## config.mk

```make
export PLATFORM = sky130hd
export DESIGN_NAME = pgood_gen
export DESIGN_NICKNAME = d
export VERILOG_FILES = /design/src/rtl/pgood_gen.sv
export SDC_FILE = /design/constraint.sdc
export NUM_CORES = 1
export LEC_CHECK = 0
export BUFFER_PORTS_ARGS = -buffer_cell sky130_fd_sc_hd__buf_2
export CAP_MARGIN = 5
export CORE_UTILIZATION = 50
export DETAILED_ROUTE_END_ITERATION = 8
export PLACE_DENSITY = 0.73
export SYNTH_ARGS = -nofsm -noshare
export SYNTH_HDL_FRONTEND = slang
export SYNTH_SLANG_ARGS = --single-unit
```

## constraint.sdc

```tcl
create_clock -name clk_i -period 5.6 [get_ports clk_i]
set_input_delay 0.56 -clock clk_i [delete_from_list [all_inputs] [get_ports clk_i]]
set_output_delay 0.56 -clock clk_i [all_outputs]
set_load 0.02 [all_outputs]
```

## src/rtl/pgood_gen.sv

```systemverilog
module pgood_gen #(
  parameter int FILT_TICKS = 10,
  parameter int HOLD_CYC   = 32
) (
  input  logic clk_i,
  input  logic rst_ni,
  input  logic en_i,
  input  logic tick_i,
  input  logic ov_i,
  input  logic uv_i,
  input  logic lvl_ok_i,
  input  logic ss_done_i,
  input  logic vsel_chg_i,
  output logic pgood_o,
  output logic pull_low_o
);
  localparam int FW = $clog2(FILT_TICKS + 1);
  localparam int HW = $clog2(HOLD_CYC + 1);

  logic [FW-1:0] filt_q;
  logic [HW-1:0] hold_q;

  wire want   = ss_done_i & lvl_ok_i & ~ov_i & ~uv_i;
  wire frozen = vsel_chg_i | (hold_q != '0);
  wire differ = want != pgood_o;

  assign pull_low_o = ~pgood_o;

  always_ff @(posedge clk_i or negedge rst_ni) begin
    if (!rst_ni)          hold_q <= '0;
    else if (!en_i)       hold_q <= '0;
    else if (vsel_chg_i)  hold_q <= HW'(HOLD_CYC - 1);
    else if (hold_q != '0) hold_q <= hold_q - 1'b1;
  end

  always_ff @(posedge clk_i or negedge rst_ni) begin
    if (!rst_ni) begin
      pgood_o <= 1'b0;
      filt_q  <= '0;
    end else if (!en_i) begin
      pgood_o <= 1'b0;
      filt_q  <= '0;
    end else if (frozen || !differ) begin
      filt_q  <= '0;
    end else if (tick_i) begin
      if (filt_q == FW'(FILT_TICKS - 1)) begin
        pgood_o <= want;
        filt_q  <= '0;
      end else begin
        filt_q  <= filt_q + 1'b1;
      end
    end
  end


  disabled_low_chk: assert property (@(posedge clk_i) disable iff (!rst_ni)
    !en_i |=> !pgood_o);


  ss_gate_chk: assert property (@(posedge clk_i) disable iff (!rst_ni)
    (!ss_done_i && !pgood_o) |=> !pgood_o);


  strobe_hold_chk: assert property (@(posedge clk_i) disable iff (!rst_ni)
    (en_i && vsel_chg_i) |=> $stable(pgood_o));


  tick_only_chk: assert property (@(posedge clk_i) disable iff (!rst_ni)
    (en_i && !tick_i) |=> $stable(pgood_o));
endmodule

```

==> reports/qor.txt <==
Result of the run: finished clean
Chip Height: 39.2 um
Initial antenna violation count: 0
Via count of the first global-routing pass: 508
Average wire per cell in the routed design: 13.9 um
Post-route setup slack: 3.63 ns
Unique masters post-synth: 39
Total track usage: 22.5%
TritonCTS clock tree: done
Max Cap Violations: 0
Setup repair bufs after CTS: 0
Fraction of the yosys area taken by sequential cells: 39.8%
Root buf cell: sky130_fd_sc_hd__clkbuf_4
Top cell type by total area after synthesis: sky130_fd_sc_hd__dfrtp_1
Crit-path max FO: 8
Flop and latch count out of synthesis: 11
H-tree levels: 1
Syn Std Cell Area: 692 um^2
Power, Total: 0.171 mW
Finish-stage setup viols: 0
Post-place setup slack: 3.64 ns
Worst slew margin relative to its limit: 70.8%
Placer congestion estimate: 0.848
End of the critical path: filt_q[3]
Total routed wire length on the met1 layer: 675 um
Logic depth of the worst register-to-register path: 5
Kind of path behind the tightest hold check: input port to async pin
R2R Setup Slk: 3.63 ns
Number of nets with antenna violations after detailed routing: 0
Pin count of the biggest net entering global routing: 12
Endpoint of the lowest-slack register-to-register path: filt_q[3]
RSZ-0062 raised after global routing: no
Required time reported for the critical path endpoint: 5.79 ns
Worst setup EP type: flop
Diodes inserted: 0
Overall die width: 39.2 um
Post-layout min period: 1.97 ns
Number of remaining DRC errors: 0
Yosys Warn Count: 0
Worst supply voltage drop on vdd: 0.131 mV
Smallest hold slack: 0.147 ns
DIE AREA: 1540 um^2
DR WL met2: 612 um
Clock slew at reported path FFs: 0.07 ns
Number of cell rows: 13
Final Hold Fails: 0
DRT iter0 DRCs: 14
Hold-fix buffers, CTS: 0
Maximum clock skew at final layout: 0.00383 ns
Critical Path Start Type: flop
Vias per inst: 5.89
Cts bufs inserted: 3
I/O Pins: 11
Leak Pwr: 0.333 nW
Clock latency at the later pin of the worst-skew pair: 0.27 ns
Slew @ Worst Pin: 0.432 ns
Starting density of the core: 53.2%
Mean instance size in the synthesized netlist: 9.61 um^2
Clock tree sinks: 11
Period utilization: 35.2%
Highest signal layer in the routed design: met4
Worst reg2reg startpoint: hold_q[0]
Detail Route met3 WL: 50 um
Clock tree buffer depth: 2
Worst setup startpoint: hold_q[0]
Ys async rst share: 100%
Post-route setup TNS: 0 ns
Pre-antenna DRT Iters: 4
Prevailing post-synth register cell: sky130_fd_sc_hd__dfrtp_1
Cells after Synth: 72
Net count, final: 97
Start-to-end type of the worst setup path: flop to flop
Share of the synthesized area in the top cell type: 39.8%
Residual overflow from global routing: 0
Arrival @ worst endpoint: 2.16 ns
Port buffer count: 10
Area added between synthesis and finish: 12.5%
Fraction of final layout cells sized beyond drive strength 1: 20.2%
EDFF count, synth: 0
Synth area leaders: sky130_fd_sc_hd__dfrtp_1, sky130_fd_sc_hd__ha_1, sky130_fd_sc_hd__inv_1
Number of max-slew violations in the final report: 0
Cell Pwr Density: 219 nW/um^2
Core Box Area: 1300 um^2
Fin util: 59.8%
Overall routed net length: 1.37 mm
Wire length of the first global-routing pass: 2.24 mm
Synthesized netlist net count: 84
Via Count: 583
Resized Gates After CTS: 0
Dpl hpwl: 1.04 mm
Max frequency: 508 MHz
## power breakdown
part	switching, mW	internal (mW)
clock network	0.0283	0.0276
logic	0.0142	0.0120
registers	0.00541	0.0832
## Yosys cell counts, drive strengths merged, types with 2 or more instances
cell and instances:
or3 2, nand2 6, a2111oi 2, inv 10, or4 3, a21oi 2, dfrtp 11, o31a 2
nor4 3, nor2 3, ha 3, nand3b 2, clkbuf 2
## through the flow
stage,cells,cell area (um^2)
global placement,95,752
finish,99,778
detailed placement,95,752
floorplan,72,692
CTS,99,778
global route,99,778
## layout make-up
type                    instances  area (um^2)
clock buffers                   4         26.3
flip-flops and latches         11          275
inverters                      10         37.5
multi-input cells              49          370
repair buffers                 10         50.0
fillers                       124          523
well taps                      15         18.8
## flip-flops by register name, summed over array words and instances, names as in the netlist
name     cells
pgood_o      1
filt_q       4
hold_q       6
## worst max-delay path: stages, from the launching register on
cell                      delay [ns]
sky130_fd_sc_hd__dfrtp_1        0.42
sky130_fd_sc_hd__inv_1          0.07
sky130_fd_sc_hd__ha_1           0.19
sky130_fd_sc_hd__or4b_1         0.57
sky130_fd_sc_hd__or3_4          0.40
sky130_fd_sc_hd__nor4_2         0.24
## cells in the final DEF, fill, tap and decap left out, drive strengths merged, types with 3 or more instances in the layout
master,instances
ha,3
nand2,6
inv,10
dfrtp,11
buf,10
nor4,3
or4,3
clkbuf,4
nor2,3
## how the worst min path moves through the flow
stage	slack, ns	end	start
after detailed placement	0.45	hold_q[3]	rst_ni
after global routing	0.16	filt_q[2]	rst_ni
after floorplan	0.26	filt_q[0]	rst_ni
final	0.15	filt_q[2]	rst_ni
after CTS	0.16	filt_q[2]	rst_ni
after global placement	0.45	hold_q[3]	rst_ni
## logic make-up (layout without fill, tap and decap cells)
family | Yosys count | in the layout | synth area share [%]
and+or+nand+nor | 26 | 26 | 23.5
AOI/OAI and AO/OA | 17 | 17 | 20.6
buffers and inverters | 12 | 24 | 6.69
DFF | 11 | 11 | 39.8
adders and majority gates | 3 | 3 | 5.43
xor gates and xnor gates | 2 | 2 | 2.53
muxes | 1 | 1 | 1.45
## layer usage
layer,vias to the layer above,global-route usage (%)
met4,0,12.9
li1,297,-
met3,5,3.47
met2,18,34.6
met1,263,29.4
met5,-,0
(Power assumes the default switching activity.)
